==> src/rtl/sb_pkg.sv <==
package sb_pkg;
   typedef enum logic [1:0] {
      ALU_ADD = 2'd0,
      ALU_SUB = 2'd1,
      ALU_XOR = 2'd2,
      ALU_OR  = 2'd3
   } alu_op_e;

   typedef enum logic [1:0] {
      ST_IDLE = 2'd0,
      ST_WAIT = 2'd1,
      ST_EXEC = 2'd2,
      ST_DONE = 2'd3
   } unit_state_e;
endpackage

==> src/rtl/sb_prio_arb.sv <==
module sb_prio_arb #(
   parameter int N = 4
) (
   input  logic                 clk,
   input  logic                 rst_n,
   input  logic [N-1:0]         req,
   output logic [N-1:0]         gnt,
   output logic                 any,
   output logic [$clog2(N)-1:0] idx
);
   localparam int IDX_W = $clog2(N);

   // lowest index wins: scan downward so the last hit is the smallest
   always_comb begin
      gnt = '0;
      any = 1'b0;
      idx = '0;
      for (int i = N - 1; i >= 0; i--) begin
         if (req[i]) begin
            gnt    = '0;
            gnt[i] = 1'b1;
            any    = 1'b1;
            idx    = IDX_W'(i);
         end
      end
   end

   AST_GNT_ONEHOT: assert property (@(posedge clk) disable iff (!rst_n)
      $onehot0(gnt));
   AST_GNT_IN_REQ: assert property (@(posedge clk) disable iff (!rst_n)
      (gnt & ~req) == '0);
endmodule

==> src/rtl/sb_regfile.sv <==
module sb_regfile #(
   parameter int NUM_REGS  = 8,
   parameter int DATA_W    = 16,
   parameter int NUM_UNITS = 4
) (
   input  logic                                       clk,
   input  logic                                       rst_n,
   input  logic [$clog2(NUM_REGS)-1:0]                ra1,
   input  logic [$clog2(NUM_REGS)-1:0]                ra2,
   input  logic [$clog2(NUM_REGS)-1:0]                ra3,
   output logic [DATA_W-1:0]                          rd1,
   output logic [DATA_W-1:0]                          rd2,
   output logic [DATA_W-1:0]                          rd3,
   input  logic                                       we_en,
   input  logic [$clog2(NUM_REGS)-1:0]                we_addr,
   input  logic [DATA_W-1:0]                          we_data,
   input  logic                                       iss_en,
   input  logic [$clog2(NUM_REGS)-1:0]                iss_dst,
   input  logic [$clog2(NUM_UNITS)-1:0]               iss_unit,
   output logic [NUM_REGS-1:0]                        pend_v,
   output logic [NUM_REGS-1:0][$clog2(NUM_UNITS)-1:0] pend_id
);
   logic [NUM_REGS-1:0][DATA_W-1:0] mem;

   assign rd1 = mem[ra1];
   assign rd2 = mem[ra2];
   assign rd3 = mem[ra3];

   always_ff @(posedge clk or negedge rst_n) begin
      if (!rst_n) begin
         for (int i = 0; i < NUM_REGS; i++) begin
            mem[i]     <= DATA_W'(i);
            pend_v[i]  <= 1'b0;
            pend_id[i] <= '0;
         end
      end else begin
         if (we_en) begin
            mem[we_addr]    <= we_data;
            pend_v[we_addr] <= 1'b0;
         end
         if (iss_en) begin
            pend_v[iss_dst]  <= 1'b1;
            pend_id[iss_dst] <= iss_unit;
         end
      end
   end

   AST_PEND_CLEARED: assert property (@(posedge clk) disable iff (!rst_n)
      we_en |=> !pend_v[$past(we_addr)]);
endmodule

==> src/rtl/sb_unit.sv <==
module sb_unit
   import sb_pkg::*;
#(
   parameter int DATA_W = 16,
   parameter int RA_W   = 3,
   parameter int UID_W  = 2,
   parameter int LAT    = 2,
   parameter int CNT_W  = 4
) (
   input  logic              clk,
   input  logic              rst_n,
   input  logic              iss_en,
   input  alu_op_e           iss_op,
   input  logic [RA_W-1:0]   iss_fi,
   input  logic [RA_W-1:0]   iss_fj,
   input  logic [RA_W-1:0]   iss_fk,
   input  logic [UID_W-1:0]  iss_qj,
   input  logic [UID_W-1:0]  iss_qk,
   input  logic              iss_rj,
   input  logic              iss_rk,
   input  logic              rd_gnt,
   input  logic [DATA_W-1:0] opa,
   input  logic [DATA_W-1:0] opb,
   input  logic              wb_en,
   input  logic [UID_W-1:0]  wb_id,
   input  logic              wb_gnt,
   output logic              busy,
   output logic              rd_req,
   output logic              done,
   output logic [RA_W-1:0]   fi,
   output logic [RA_W-1:0]   fj,
   output logic [RA_W-1:0]   fk,
   output logic              rj,
   output logic              rk,
   output logic [DATA_W-1:0] result
);
   unit_state_e       st;
   alu_op_e           op_q;
   logic [UID_W-1:0]  qj_q, qk_q;
   logic [DATA_W-1:0] a_q, b_q, res_q, alu;
   logic [CNT_W-1:0]  cnt_q;

   always_comb begin
      case (op_q)
         ALU_ADD: alu = a_q + b_q;
         ALU_SUB: alu = a_q - b_q;
         ALU_XOR: alu = a_q ^ b_q;
         default: alu = a_q | b_q;
      endcase
   end

   always_ff @(posedge clk or negedge rst_n) begin
      if (!rst_n) begin
         st    <= ST_IDLE;
         op_q  <= ALU_ADD;
         fi    <= '0;
         fj    <= '0;
         fk    <= '0;
         qj_q  <= '0;
         qk_q  <= '0;
         rj    <= 1'b0;
         rk    <= 1'b0;
         a_q   <= '0;
         b_q   <= '0;
         res_q <= '0;
         cnt_q <= '0;
      end else begin
         case (st)
            ST_IDLE: if (iss_en) begin
               st   <= ST_WAIT;
               op_q <= iss_op;
               fi   <= iss_fi;
               fj   <= iss_fj;
               fk   <= iss_fk;
               qj_q <= iss_qj;
               qk_q <= iss_qk;
               rj   <= iss_rj;
               rk   <= iss_rk;
            end
            ST_WAIT: begin
               if (rd_gnt) begin
                  rj    <= 1'b0;
                  rk    <= 1'b0;
                  a_q   <= opa;
                  b_q   <= opb;
                  cnt_q <= CNT_W'(LAT - 1);
                  st    <= ST_EXEC;
               end else begin
                  if (wb_en && !rj && qj_q == wb_id) rj <= 1'b1;
                  if (wb_en && !rk && qk_q == wb_id) rk <= 1'b1;
               end
            end
            ST_EXEC: begin
               if (cnt_q == '0) begin
                  st    <= ST_DONE;
                  res_q <= alu;
               end else begin
                  cnt_q <= cnt_q - 1'b1;
               end
            end
            default: if (wb_gnt) st <= ST_IDLE;
         endcase
      end
   end

   assign busy   = (st != ST_IDLE);
   assign rd_req = (st == ST_WAIT) && rj && rk;
   assign done   = (st == ST_DONE);
   assign result = res_q;

   AST_ISSUE_TO_IDLE: assert property (@(posedge clk) disable iff (!rst_n)
      iss_en |-> st == ST_IDLE);
   AST_READ_WHEN_READY: assert property (@(posedge clk) disable iff (!rst_n)
      rd_gnt |-> (st == ST_WAIT && rj && rk));
   AST_RESULT_HELD: assert property (@(posedge clk) disable iff (!rst_n)
      (st == ST_DONE && !wb_gnt) |=> (st == ST_DONE && $stable(res_q)));
endmodule

==> src/rtl/sb_issue_ctrl.sv <==
module sb_issue_ctrl
   import sb_pkg::*;
#(
   parameter int NUM_UNITS = 4,
   parameter int NUM_REGS  = 8,
   parameter int DATA_W    = 16,
   parameter int BASE_LAT  = 2,
   parameter int LAT_STEP  = 2
) (
   input  logic                         clk,
   input  logic                         rst_n,
   input  logic                         in_valid,
   input  logic [1:0]                   in_op,
   input  logic [$clog2(NUM_REGS)-1:0]  in_dst,
   input  logic [$clog2(NUM_REGS)-1:0]  in_src_a,
   input  logic [$clog2(NUM_REGS)-1:0]  in_src_b,
   input  logic [$clog2(NUM_UNITS)-1:0] in_unit,
   output logic                         in_ready,
   output logic                         wb_valid,
   output logic [$clog2(NUM_UNITS)-1:0] wb_unit,
   output logic [$clog2(NUM_REGS)-1:0]  wb_reg,
   output logic [DATA_W-1:0]            wb_data,
   input  logic [$clog2(NUM_REGS)-1:0]  peek_addr,
   output logic [DATA_W-1:0]            peek_data
);
   localparam int UID_W   = $clog2(NUM_UNITS);
   localparam int RA_W    = $clog2(NUM_REGS);
   localparam int MAX_LAT = BASE_LAT + (NUM_UNITS - 1) * LAT_STEP;
   localparam int CNT_W   = $clog2(MAX_LAT + 1);

   if (NUM_UNITS < 2 || (1 << UID_W) != NUM_UNITS) begin : g_bad_units
      $error("NUM_UNITS must be a power of two of at least 2");
   end
   if (NUM_REGS < 2 || (1 << RA_W) != NUM_REGS) begin : g_bad_regs
      $error("NUM_REGS must be a power of two of at least 2");
   end
   if (BASE_LAT < 1 || LAT_STEP < 0) begin : g_bad_lat
      $error("latency parameters out of range");
   end

   logic [NUM_UNITS-1:0]             u_busy, u_rdreq, u_done, u_rj, u_rk;
   logic [NUM_UNITS-1:0]             war_blk, wb_req, rd_gnt, wb_gnt;
   logic [NUM_UNITS-1:0][RA_W-1:0]   u_fi, u_fj, u_fk;
   logic [NUM_UNITS-1:0][DATA_W-1:0] u_res;
   logic [NUM_REGS-1:0]              pend_v;
   logic [NUM_REGS-1:0][UID_W-1:0]   pend_id;
   logic                             rd_any, wb_any, issue_fire;
   logic [UID_W-1:0]                 rd_idx, wb_idx;
   logic [DATA_W-1:0]                opa, opb;
   logic                             src_a_wait, src_b_wait;

   assign in_ready   = !u_busy[in_unit] && !pend_v[in_dst];
   assign issue_fire = in_valid && in_ready;

   // a producer committing this very cycle counts as already written
   assign src_a_wait = pend_v[in_src_a] && !(wb_any && pend_id[in_src_a] == wb_idx);
   assign src_b_wait = pend_v[in_src_b] && !(wb_any && pend_id[in_src_b] == wb_idx);

   // anti-dependence: hold a finished unit while someone still has to read its target
   always_comb begin
      war_blk = '0;
      for (int u = 0; u < NUM_UNITS; u++) begin
         for (int v = 0; v < NUM_UNITS; v++) begin
            if (v != u && ((u_rj[v] && u_fj[v] == u_fi[u]) ||
                           (u_rk[v] && u_fk[v] == u_fi[u])))
               war_blk[u] = 1'b1;
         end
      end
   end
   assign wb_req = u_done & ~war_blk;

   sb_prio_arb #(.N(NUM_UNITS)) u_rd_arb (
      .clk(clk), .rst_n(rst_n), .req(u_rdreq), .gnt(rd_gnt), .any(rd_any), .idx(rd_idx));

   sb_prio_arb #(.N(NUM_UNITS)) u_wb_arb (
      .clk(clk), .rst_n(rst_n), .req(wb_req), .gnt(wb_gnt), .any(wb_any), .idx(wb_idx));

   sb_regfile #(.NUM_REGS(NUM_REGS), .DATA_W(DATA_W), .NUM_UNITS(NUM_UNITS)) u_rf (
      .clk(clk), .rst_n(rst_n),
      .ra1(u_fj[rd_idx]), .ra2(u_fk[rd_idx]), .ra3(peek_addr),
      .rd1(opa), .rd2(opb), .rd3(peek_data),
      .we_en(wb_any), .we_addr(u_fi[wb_idx]), .we_data(u_res[wb_idx]),
      .iss_en(issue_fire), .iss_dst(in_dst), .iss_unit(in_unit),
      .pend_v(pend_v), .pend_id(pend_id));

   for (genvar g = 0; g < NUM_UNITS; g++) begin : g_unit
      sb_unit #(
         .DATA_W(DATA_W), .RA_W(RA_W), .UID_W(UID_W),
         .LAT(BASE_LAT + g * LAT_STEP), .CNT_W(CNT_W)
      ) u_fu (
         .clk(clk), .rst_n(rst_n),
         .iss_en(issue_fire && in_unit == UID_W'(g)),
         .iss_op(alu_op_e'(in_op)),
         .iss_fi(in_dst), .iss_fj(in_src_a), .iss_fk(in_src_b),
         .iss_qj(pend_id[in_src_a]), .iss_qk(pend_id[in_src_b]),
         .iss_rj(!src_a_wait), .iss_rk(!src_b_wait),
         .rd_gnt(rd_gnt[g]), .opa(opa), .opb(opb),
         .wb_en(wb_any), .wb_id(wb_idx), .wb_gnt(wb_gnt[g]),
         .busy(u_busy[g]), .rd_req(u_rdreq[g]), .done(u_done[g]),
         .fi(u_fi[g]), .fj(u_fj[g]), .fk(u_fk[g]),
         .rj(u_rj[g]), .rk(u_rk[g]), .result(u_res[g]));
   end

   assign wb_valid = wb_any;
   assign wb_unit  = wb_idx;
   assign wb_reg   = u_fi[wb_idx];
   assign wb_data  = u_res[wb_idx];
endmodule

==> config.mk <==
export PLATFORM = sky130hd
export DESIGN_NAME = sb_issue_ctrl
export DESIGN_NICKNAME = d
export VERILOG_FILES = /design/src/rtl/sb_pkg.sv /design/src/rtl/sb_prio_arb.sv /design/src/rtl/sb_regfile.sv /design/src/rtl/sb_unit.sv /design/src/rtl/sb_issue_ctrl.sv
export SDC_FILE = /design/constraint.sdc
export NUM_CORES = 1
export LEC_CHECK = 0
export BUFFER_PORTS_ARGS = -buffer_cell sky130_fd_sc_hd__buf_4
export CORE_AREA = 3 3 247 249
export DETAILED_ROUTE_END_ITERATION = 8
export DIE_AREA = 0 0 250 252
export HOLD_SLACK_MARGIN = 0.05
export PLACE_DENSITY = 0.66
export SETUP_SLACK_MARGIN = 0.4
export SYNTH_ARGS = -nofsm -noshare
export SYNTH_HDL_FRONTEND = slang
export SYNTH_HIERARCHICAL = 1
export SYNTH_SLANG_ARGS = --single-unit
==> constraint.sdc <==
create_clock -name clk -period 4.55 [get_ports clk]
set_input_delay 0.2275 -clock clk [delete_from_list [all_inputs] [get_ports clk]]
set_output_delay 0.2275 -clock clk [all_outputs]
set_load 0.03 [all_outputs]
# After elaboration in Yosys (flattened, before gate mapping)
# Index checks and enable logic that the tools add are counted.
# word_totals
wordCells	468
rom_bits	0
latch_bits	0
output_inout_bits	39
memories	0
reg_bits	436
ramBits	0
# op_classes
n_shift	0
mul	0
magnitude_cmp	12
n_reduce_logical	143
n_bitwise	13
eq_ne	81
div_mod_pow	0
n_mux	138
addsub	12
# ops
operator	n
$pmux W16 S3	4
$bmux W16 S3	3
$bwmux W128	1
$mux W16	5
$eq A3 B3 Y1	24
$add A16 B16 Y16	4
$mux W4	16
$or A16 B16 Y16	4
$sub A16 B16 Y16	4
$xor A16 B16 Y16	4
$logic_and A1 B1 Y1	60
$mux W2	27
$demux W16 S3	1
$mux W1	46
$reduce_and A3 Y1	12
$bmux W16 S2	1
$pmux W4 S2	4
$eq A2 B2 Y1 const B	14
$lt A3 B4 Y1 const B	7
$ne A3 B2 Y1 const B	8
$pmux W2 S3	4
$reduce_and A2 Y1	12
$reduce_bool A2 Y1	12
$eq A2 B2 Y1	10
other kinds (27)	112

# Longest topological paths before layout
# Gate-level depths: netlist of run 1.
# depth
word_depth	23
mapped_depth	15

# By module
# Netlist of run 1, hierarchy kept.
# by_module_without_submodules
mod	n_inst	area_per_inst_um2	seq_area_each_um2	cells_each
sb_regfile	1	9001.1	3818.7	514
sb_unit (g_unit[2].u_fu)	1	4630.7	1776.7	474
sb_unit (g_unit[0].u_fu)	1	4610.7	1776.7	464
sb_unit (g_unit[3].u_fu)	1	4556.9	1776.7	481
sb_unit (g_unit[1].u_fu)	1	4489.3	1776.7	452
sb_issue_ctrl	1	2073.2	0.0	191
sb_prio_arb	2	58.8	0.0	10

# Least setup slack after synthesis of run 1
# Ideal clock, no wire load.
# synth_timing
path_kind	reg-to-reg
from	register g_unit[2].u_fu.fi[0]
to	register u_rf/mem[10] in the netlist's numbering
setup_ns	0.125
synth_period_minus_slack_ns	4.853
path_slack_ns	-0.303
stages_incl_launch_ff	13
path_buffers	3
required_time_ns	4.425
t_arrival_ns	4.728
path_cell_list	dfrtp_1 > clkbuf_1 > xnor2_1 > nand4_1 > nand4_1 > nor2_1 > nor2_1 > nor3_1 > buf_1 > mux4_2 > nor4b_4 > buf_6 > mux2_2
# synth_via
elab_chain_len	18
word_cells_on_any_way	36
# synth_lines
element	line	source
start: declaration	sb_unit.sv:30	output logic [RA_W-1:0] fi,
start signal: assignment	sb_unit.sv:72	fi <= iss_fi;
$eq A3 B3 Y1, on equally long branches	sb_issue_ctrl.sv:64, sb_issue_ctrl.sv:65	
$logic_and A1 B1 Y1, on equally long branches	sb_issue_ctrl.sv:64, sb_issue_ctrl.sv:65	
$logic_or A1 B1 Y1	sb_issue_ctrl.sv:64	if (v != u && ((u_rj[v] && u_fj[v] == u_fi[u]) ||
$mux W1 (2 in a row)	sb_issue_ctrl.sv:64	
$mux W1 *	sb_issue_ctrl.sv:64	
$not A4 Y4 *	sb_issue_ctrl.sv:70	assign wb_req = u_done & ~war_blk;
$and A4 B4 Y4 *	sb_issue_ctrl.sv:70	
via wb_req[2]	sb_issue_ctrl.sv:42	logic [NUM_UNITS-1:0] war_blk, wb_req, rd_gnt, wb_gnt;
[3 not listed]	n/a	
via wb_unit[1]	sb_issue_ctrl.sv:20	output logic [$clog2(NUM_UNITS)-1:0] wb_unit,
$bmux W3 S2 *	n/a	
$mux W3 *	n/a	
via wb_reg[0]	sb_issue_ctrl.sv:21	output logic [$clog2(NUM_REGS)-1:0] wb_reg,
$lt A3 B4 Y1 (implied by the code) / $ge A3 B1 Y1 (equally long branches)	sb_regfile.sv:38	mem[we_addr] <= we_data;
$logic_and A1 B1 Y1 (implied by the code)	sb_regfile.sv:38	
$mux W16 (implied by the code)	sb_regfile.sv:38	
$demux W16 S3 *	n/a	
$bwmux W128 *	sb_regfile.sv:38	
end signal: indexed assignment	sb_regfile.sv:32	mem[i] <= DATA_W'(i);
end signal: indexed assignment	sb_regfile.sv:38	
end: declaration	sb_regfile.sv:23	logic [NUM_REGS-1:0][DATA_W-1:0] mem;
# The timed path passes the listed nets; every way through them passes the cells marked *. The select of a mux whose other input is x is not followed.
# A chain may end at the register's enable or synchronous reset.

# Worst setup path after layout of run 1
# layout_timing
from	register g_unit[1].u_fu.st[1]
to	register g_unit[3].u_fu.b_q[7]
# layout_via
elab_chain_len	9
word_cells_on_any_way	12
# layout_lines
element	line	source
start: declaration	sb_unit.sv:37	unit_state_e st;
start signal: assignment	sb_unit.sv:54	st <= ST_IDLE;
start signal: assignment	sb_unit.sv:70	st <= ST_WAIT;
start signal: assignment	sb_unit.sv:87	st <= ST_EXEC;
$eq A2 B1 Y1	sb_unit.sv:107	assign rd_req = (st == ST_WAIT) && rj && rk;
$logic_and A1 B1 Y1 (2 in a row)	sb_unit.sv:107	
via u_rdreq[1]	sb_issue_ctrl.sv:41	logic [NUM_UNITS-1:0] u_busy, u_rdreq, u_done, u_rj, u_rk;
$mux W2 (2 in a row)	sb_prio_arb.sv:19	if (req[i]) begin
via rd_idx[0]	sb_issue_ctrl.sv:48	logic [UID_W-1:0] rd_idx, wb_idx;
$bmux W3 S2	sb_issue_ctrl.sv:80	.ra1(u_fj[rd_idx]), .ra2(u_fk[rd_idx]), .ra3(peek_addr),
$mux W3 (implied by the code)	sb_issue_ctrl.sv:80	
$bmux W16 S3	sb_regfile.sv:26	assign rd2 = mem[ra2];
$mux W16 (implied by the code)	sb_regfile.sv:26	
via opb[7]	sb_issue_ctrl.sv:49	logic [DATA_W-1:0] opa, opb;
end signal: assignment	sb_unit.sv:85	b_q <= opb;
end: declaration	sb_unit.sv:40	logic [DATA_W-1:0] a_q, b_q, res_q, alu;
# The timed path passes the listed nets, and every way through them passes these cells. The select of a mux whose other input is x is not followed.

==> impl_metrics.py, run 1 <==
metrics = {
    "status": {
        "run_status": "finished clean",
    },
    "die": {
        "die_x_um": 250,
        "core_area_mm2": 0.0589,
        "boundaryPins": 58,
        "start_util_pct": 50.0,
        "die_h_um": 252,
        "dieArea_mm2": 0.0630,
        "row_count": 89,
    },
    "worst_setup_path": {
        "crit_arrival_ps": 4540,
        "path_class": "register to register",
        "cp_max_fo": 32,
        "worstPathRequired_ps": 5020,
        "critical_path.startpoint_type": "register",
        "endpoint_kind": "register",
    },
    "detailed_routing": {
        "dr.first_iter.drc_count": 1816,
        "drt_wl_total_um": 82700,
        "ant_nets": 0,
        "drt-pass1-iter-count": 5,
        "drc": 0,
        "routed_via_density": 6.24,
        "wire_per_inst_um": 24.1,
        "via_count": 21400,
    },
    "final_layout": {
        "nets": 2789,
        "final_cell_mix": "423 x dfrtp_1, 391 x mux2_2, 184 x inv_1",
        "layout_commonest_cell": "dfrtp_1",
        "syn_to_final_growth_pct": 9.84,
        "diodes": 0,
        "drive_above_1_share_pct": 25.0,
    },
    "cts": {
        "post_cts_buffers": 0,
        "clockRootBuffer": "clkbuf_16",
        "cts.sinks": 436,
        "cts_tree": "done",
        "clkTransAtPathRegs_ps": 60,
        "h-tree-depth": 2,
        "clk_path_buf_depth": 3,
        "insertion_delay_ps": 610,
        "cts-buffers-inserted": 48,
    },
    "timing": {
        "tightest_slew_ps": 1170,
        "hold_viol": 0,
        "post-route-period-util_pct": 89.6,
        "fin_crit_ps": 4070,
        "rsz0062_at_grt": "yes",
        "relSlewSlack_pct": 22.1,
        "setup_tns_ps": 0,
        "setup_violations": 0,
        "fin_worst_skew_ps": 47.3,
        "slew_viol_final": 0,
        "fmax_ghz": 0.245,
    },
    "yosys": {
        "synth_area_mm2": 0.0295,
        "ys_warn_count": 6,
        "netlist_instances": 2595,
        "syn_avg_cell_area_um2": 11.4,
        "syn_nets": 2768,
    },
    "grt": {
        "grt_usage_pct": 25.9,
        "overflow": 0,
        "grt_pass1_wl_um": 127000,
        "grt_max_degree": 166,
        "grt_pass1_vias": 21300,
        "grt_antenna_before_repair": 3,
    },
    "place": {
        "port-buffer-count": 57,
        "gp_congestion": 0.959,
        "post-dp-hpwl_um": 60800,
    },
    "pwr": {
        "clkPwrFrac_pct": 50.9,
        "swShare_pct": 22.4,
        "leakage_uw": 0.0146,
        "p_sw_uw": 1850,
        "internal_power_uw": 6400,
        "pwr_density_cell_mw_per_mm2": 255,
        "seqPwrFrac_pct": 47.0,
        "power.share.combinational_pct": 2.1,
        "report.power.total_uw": 8250,
        "ir_worst_vdd_mv": 0.264,
    },
    "run": {
        "maxCapViolations": 0,
    },
    "worst_hold_path": {
        "worstHoldPathType": "input port to async pin",
    },
}
==> final timing paths <==
path	from	to	slack (ps)	cells after the start
max in group asynchronous	rst_n	u_rf/mem[91]	2920	3
setup reg to reg	g_unit[1].u_fu/st[1]	g_unit[3].u_fu/b_q[7]	480	10
hold / removal	rst_n	g_unit[3].u_fu/cnt_q[0]	240	2
hold reg to reg	g_unit[1].u_fu/result[1]	g_unit[1].u_fu/result[1]	480	2
setup / recovery	g_unit[1].u_fu/st[1]	g_unit[3].u_fu/b_q[7]	480	10
min in group clk	g_unit[1].u_fu/result[1]	g_unit[1].u_fu/result[1]	480	2
==> power by group through the flow <==
| stage | logic, uW | registers (uW) | clock network (uW) |
|---|---|---|---|
| after global placement | 165 | 3950 | 0 |
| final | 173 | 3880 | 4200 |
| after CTS | 179 | 3880 | 4260 |
| after floorplan | 44.4 | 3950 | 0 |
| after detailed placement | 169 | 3950 | 0 |
| after global routing | 193 | 3880 | 4410 |
==> state kept, by name, indices dropped and copies added (netlist names), 12 cells and up <==
| name | count |
|---|---|
| g_unit.u_fu/result | 64 |
| u_rf/mem | 128 |
| g_unit.u_fu/fj | 12 |
| g_unit.u_fu/a_q | 64 |
| g_unit.u_fu/b_q | 64 |
| u_rf/pend_id | 16 |
| g_unit.u_fu/fi | 12 |
| g_unit.u_fu/cnt_q | 16 |
| g_unit.u_fu/fk | 12 |
==> what timing repair did <==
item	4_1_cts	5_1_grt
pin swaps	0	0
endpoints found under the setup margin	2	144
hold endpoints to repair	132	0
gates resized for setup	1	5
hold buffers	14	0
==> critical path, stage by stage, from the launching register on <==
cell and delay [ps]:
dfrtp_1 400, inv_1 110, ha_1 370, and3_1 300, inv_1 80, a21oi_1 260, buf_4 240, mux4_4 970
mux4_1 590, mux2_2 340, mux2_2 280
==> layout make-up <==
cell class / instances / area, um^2
multi-input cells: 1839 / 17200
fillers: 4899 / 26500
inverters: 184 / 691
well taps: 773 / 967
flip-flops and latches: 436 / 10900
repair buffers: 107 / 890
clock buffers: 62 / 1360
clock inverters: 25 / 338
==> through the flow <==
| stage | std cells | util, % | setup WS [ps] | cell area, um^2 | hold slack [ps] |
|---|---|---|---|---|---|
| floorplan | 2595 | - | 424 | 29500 | -68.1 |
| global placement | 3325 | 51.8 | 582 | 30500 | 255 |
| detailed placement | 3325 | 51.8 | 481 | 30500 | 262 |
| CTS | 3426 | 54.9 | 471 | 32400 | 236 |
| global route | 3426 | 55.0 | 296 | 32400 | 306 |
| finish | 3426 | 55.0 | 475 | 32400 | 240 |
==> routing by layer <==
metal,vias to the layer above,global-route usage (%),part of all wire [%]
li1,9627,-,-
met1,10900,37.2,45
met2,697,40.3,45
met3,122,6.41,8.0
met4,2,5.44,1.9
met5,-,0,0.016
(Power assumes the default switching activity.)
==> run 2, diff against run 1 <==
Settings changed: CORE_AREA 3 3 247 249 to 3 3 210 294, DIE_AREA 0 0 250 252 to 0 0 213 297, PLACE_DENSITY 0.66 to 0.65.
==> impl_metrics.py, run 2 (synthesis gave the netlist of run 1 again) <==
metrics = {
    "place": {
        "port-buffer-count": 57,
        "gp_congestion": 0.992,
        "post-dp-hpwl_um": 67400,
    },
    "die": {
        "dieArea_mm2": 0.0633,
        "core_area_mm2": 0.0595,
        "die_h_um": 297,
        "die_x_um": 213,
        "row_count": 106,
        "start_util_pct": 49.5,
        "boundaryPins": 58,
    },
    "detailed_routing": {
        "drt-pass1-iter-count": 8,
        "via_count": 21600,
        "wire_per_inst_um": 26.6,
        "drc": 0,
        "ant_nets": 0,
        "dr.first_iter.drc_count": 1395,
        "drt_wl_total_um": 91000,
        "routed_via_density": 6.31,
    },
    "pwr": {
        "pwr_density_cell_mw_per_mm2": 256,
        "leakage_uw": 0.0146,
        "ir_worst_vdd_mv": 0.305,
    },
    "final_layout": {
        "syn_to_final_growth_pct": 10.0,
        "largest_reg_flops": 128,
        "nets": 2800,
        "layout_commonest_cell": "dfrtp_1",
        "drive_above_1_share_pct": 25.3,
        "final_cell_mix": "423 x dfrtp_1, 391 x mux2_2, 184 x inv_1",
        "top_register": "u_rf/mem",
        "n_fill_cell": 5009,
    },
    "cts": {
        "cts.sinks": 436,
        "cts-buffers-inserted": 47,
        "clockRootBuffer": "clkbuf_16",
        "insertion_delay_ps": 600,
        "clkTransAtPathRegs_ps": 70,
        "clk_path_buf_depth": 3,
        "cts_tree": "done",
        "h-tree-depth": 2,
    },
    "grt": {
        "grt_antenna_before_repair": 1,
        "overflow": 0,
        "grt_usage_pct": 28.7,
        "grt_pass1_vias": 21900,
        "grt_pass1_wl_um": 136000,
        "grt_max_degree": 124,
    },
    "worst_setup_path": {
        "path_class": "register to output port",
        "reg2regPathDepth": 10,
        "endpoint_kind": "output port",
        "r2r_slack_ps": 720,
        "critical_path.startpoint_type": "register",
        "crit-reg2reg-launch": "g_unit[0].u_fu/st[1]",
        "cp_max_fo": 27,
        "worstPathRequired_ps": 4320,
        "crit_arrival_ps": 3780,
        "rr_endpoint": "g_unit[3].u_fu/b_q[13]",
    },
    "timing": {
        "fin_crit_ps": 4010,
        "tightest_slew_ps": 1080,
        "fin_worst_skew_ps": 25.3,
        "fmax_ghz": 0.249,
        "holdWs_ps": 328,
        "slew_viol_final": 0,
        "rsz0062_at_grt": "no",
        "hold_viol": 0,
        "relSlewSlack_pct": 27.3,
        "setup_violations": 0,
        "post-route-period-util_pct": 88.2,
        "setup_tns_ps": 0,
    },
    "status": {
        "run_status": "finished clean",
    },
    "run": {
        "maxCapViolations": 0,
    },
    "worst_hold_path": {
        "worstHoldPathType": "input port to async pin",
    },
}
==> run 2: changes by cell type in the layout (fill, tap and decap cells not counted), moves of 2 or more <==
cell / previous run / this run
buf_4: 88 / 101
clkbuf_8: 12 / 6
bufinv_16: 6 / 9
clkinvlp_4: 3 / 5
mux4_2: 40 / 42
mux4_4: 2 / 0
==> run 2: timing repair <==
action                                 CTS  global route
resized for setup                        1             3
setup endpoints to repair               15            13
endpoints found under the hold margin  174             0
setup buffers                            0             0
hold buffers                            14             0
==> run 2: worst max path at each step <==
stage / slack (ps) / from / end
floorplan: 420 / g_unit[1].u_fu/fi[1] / u_rf/mem[10]
global placement: 800 / g_unit[0].u_fu/st[1] / g_unit[2].u_fu/b_q[8]
detailed placement: 760 / g_unit[2].u_fu/st[1] / g_unit[2].u_fu/b_q[13]
CTS: 460 / g_unit[3].u_fu/fi[0] / wb_data[13]
global route: 400 / g_unit[1].u_fu/fi[0] / wb_data[13]
finish: 540 / g_unit[3].u_fu/fi[0] / wb_data[2]
==> run 2: layer usage <==
| metal | up-vias | GRT usage (%) | wire length (um) |
|---|---|---|---|
| met3 | 266 | 3.58 | 4040 |
| li1 | 9644 | - | - |
| met1 | 11000 | 32.3 | 32700 |
| met4 | 0 | 24.7 | 10000 |
| met5 | - | 0 | 0 |
| met2 | 692 | 47.8 | 44200 |
==> run 2: critical path: stages (launching register included) <==
cell,delay [ps]
dfrtp_1,640
xnor2_1,150
nand4_1,190
nand4_1,110
nor2_1,250
nand2b_1,140
a21oi_4,290
buf_8,340
mux4_2,760
buf_4,260
==> run 2: where the power goes <==
| group | switching (uW) | leakage [uW] | internal (uW) |
|---|---|---|---|
| clock network | 1710 | 0.000831 | 2530 |
| registers | 1.72 | 0.00592 | 3880 |
| logic | 130 | 0.00785 | 47.9 |
| total | 1840 | 0.0146 | 6460 |
==> run 2: cell type report <==
class / count / area (um^2) / area share, %
antenna: 1 / 2.50 / 0.00772
sequential: 436 / 10900 / 33.7
clock inverter: 31 / 437 / 1.35
clock buffer: 56 / 1270 / 3.92
multi-input combinational: 1839 / 17200 / 53.0
timing repair buffer: 119 / 968 / 2.99
inverter: 184 / 691 / 2.13
tap: 756 / 946 / 2.92
==> run 2: through the flow <==
step / util, % / worst slack [ps] / std cells / instance area, um^2 / total power [uW]
2_1_floorplan: - / 424 / 2595 / 29500 / 4000
3_3_place_gp: 51.3 / 802 / 3320 / 30600 / 4120
3_5_place_dp: 51.3 / 762 / 3320 / 30600 / 4130
4_1_cts: 54.4 / 459 / 3421 / 32400 / 8400
5_1_grt: 54.5 / 402 / 3421 / 32400 / 8540
6_report: 54.5 / 539 / 3422 / 32400 / 8300
==> run 3, diff against run 2 <==
Settings changed: CORE_AREA 3 3 210 294 to 3 3 212 297, DIE_AREA 0 0 213 297 to 0 0 215 300, PLACE_DENSITY 0.65 to not set.
==> impl_metrics.py, run 3 (synthesis gave the netlist of run 1 again) <==
metrics = {
    "status": {
        "run_status": "finished clean",
    },
    "die": {
        "dieArea_mm2": 0.0645,
        "row_count": 107,
        "die_h_um": 300,
        "boundaryPins": 58,
        "start_util_pct": 48.6,
        "die_x_um": 215,
        "core_area_mm2": 0.0606,
    },
    "timing": {
        "relSlewSlack_pct": 34.1,
        "slew_viol_final": 0,
        "fin_worst_skew_ps": 28.1,
        "worst_slack_ps": 561,
        "post-route-period-util_pct": 87.7,
        "fmax_ghz": 0.251,
        "hold_viol": 0,
        "setup_tns_ps": 0,
        "fin_crit_ps": 3990,
        "tightest_slew_ps": 986,
        "setup_violations": 0,
        "rsz0062_at_grt": "yes",
    },
    "worst_setup_path": {
        "rr_endpoint": "g_unit[1].u_fu/b_q[11]",
        "worstSetupStartpoint": "g_unit[2].u_fu/fi[2]",
        "reg2regPathDepth": 10,
        "critical_path.startpoint_type": "register",
        "cp_max_fo": 25,
        "crit_end": "wb_data[4]",
        "path_cells": "xnor2_1, nand4_1, nand4_1, nor2_1, nor2_1, nor3_4, buf_4, mux4_2, buf_4",
        "crit_arrival_ps": 3760,
        "path_class": "register to output port",
        "endpoint_kind": "output port",
        "crit-reg2reg-launch": "g_unit[1].u_fu/st[1]",
        "worstPathRequired_ps": 4320,
        "slowest_delay_ps": 630,
        "slowest_stage": "dfrtp_1",
        "r2r_slack_ps": 570,
    },
    "pwr": {
        "ir_worst_vdd_mv": 0.267,
        "pwr_density_cell_mw_per_mm2": 252,
        "leakage_uw": 0.0146,
    },
    "cts": {
        "insertion_delay_ps": 610,
        "clk_path_buf_depth": 3,
        "clockRootBuffer": "clkbuf_16",
        "cts_tree": "done",
        "clkTransAtPathRegs_ps": 60,
        "cts.sinks": 436,
        "h-tree-depth": 2,
        "cts-buffers-inserted": 50,
    },
    "grt": {
        "grt_usage_pct": 29.5,
        "grt_pass1_vias": 21800,
        "overflow": 0,
        "grt_antenna_before_repair": 1,
        "grt_max_degree": 122,
        "grt_pass1_wl_um": 142000,
    },
    "detailed_routing": {
        "drt_wl_total_um": 95400,
        "routed-wl-met2_um": 46200,
        "dr.max_layer_used": "met4",
        "drc": 0,
        "drt-pass1-iter-count": 5,
        "ant_nets": 0,
        "routed_via_density": 6.13,
        "wl_met3_um": 4260,
        "met1Wirelength_um": 34800,
        "via_count": 21400,
        "dr.first_iter.drc_count": 1574,
        "wire_per_inst_um": 27.4,
    },
    "place": {
        "post-dp-hpwl_um": 69900,
        "port-buffer-count": 57,
        "gp_congestion": 0.951,
        "dp_slack_ps": 465,
    },
    "final_layout": {
        "layout_commonest_cell": "dfrtp_1",
        "drive_above_1_share_pct": 25.0,
        "top_register": "u_rf/mem",
        "nets": 2802,
        "final_cell_mix": "423 x dfrtp_1, 391 x mux2_2, 184 x inv_1",
        "syn_to_final_growth_pct": 10.2,
        "largest_reg_flops": 128,
        "diodes": 0,
        "utilization_pct": 53.5,
        "n_fill_cell": 5266,
    },
    "run": {
        "maxCapViolations": 0,
    },
    "worst_hold_path": {
        "worstHoldPathType": "input port to async pin",
    },
}
[run 3: how the worst min path moves through the flow]
stage	to	slack, ps	depth (start not counted)
final	g_unit[2].u_fu/result[14]	220	2
after global routing	g_unit[2].u_fu/result[14]	300	2
after CTS	g_unit[2].u_fu/result[14]	270	2
after detailed placement	g_unit[2].u_fu/result[14]	320	1
after global placement	g_unit[2].u_fu/result[14]	320	1
after floorplan	g_unit[0].u_fu/a_q[0]	-70	0
[run 3: metrics by stage]
step           cell area (um^2)  cells  hold slack [ps]  power, uW
2_1_floorplan             29500   2595            -68.1       4000
3_3_place_gp              30700   3380              316       4130
3_5_place_dp              30700   3380              321       4130
4_1_cts                   32500   3486              275       8300
5_1_grt                   32500   3486              301       8460
6_report                  32500   3486              225       8200
[run 3: final cells by class]
cell class | instances | area, um^2 | area share (%)
Clock buffer | 73 | 1440 | 4.43
Timing Repair Buffer | 118 | 973 | 3.00
Inverter | 184 | 691 | 2.13
Tap cell | 817 | 1020 | 3.15
Multi-Input combinational cell | 1839 | 17200 | 52.9
Sequential cell | 436 | 10900 | 33.6
Clock inverter | 19 | 228 | 0.701
[run 3: critical path, delay by kind of cell, from the launching register on]
family,cells,cell delay (ps)
buffers and inverters,2,730
and+or+nand+nor,5,1020
DFF,1,630
muxes,1,580
xor gates and xnor gates,1,150
[run 3: routing by layer]
| metal | up-vias | global-route usage (%) |
|---|---|---|
| met5 | - | 0 |
| met4 | 0 | 25.0 |
| met3 | 261 | 4.19 |
| met2 | 683 | 49.9 |
| met1 | 10800 | 32.8 |
| li1 | 9663 | - |
[run 3: what timing repair did]
action	CTS	global route
setup buffers	0	0
resized for setup	2	4
pin swaps	0	0
cloned	0	0
endpoints found under the setup margin	16	144
hold buffers	14	0
endpoints found under the hold margin	150	0
[run 3: power breakdown]
group / internal (uW) / switching (uW) / leakage (uW)
logic: 48.6 / 133 / 0.00785
clock network: 2430 / 1710 / 0.000809
registers: 3880 / 1.50 / 0.00592
total: 6360 / 1840 / 0.0146
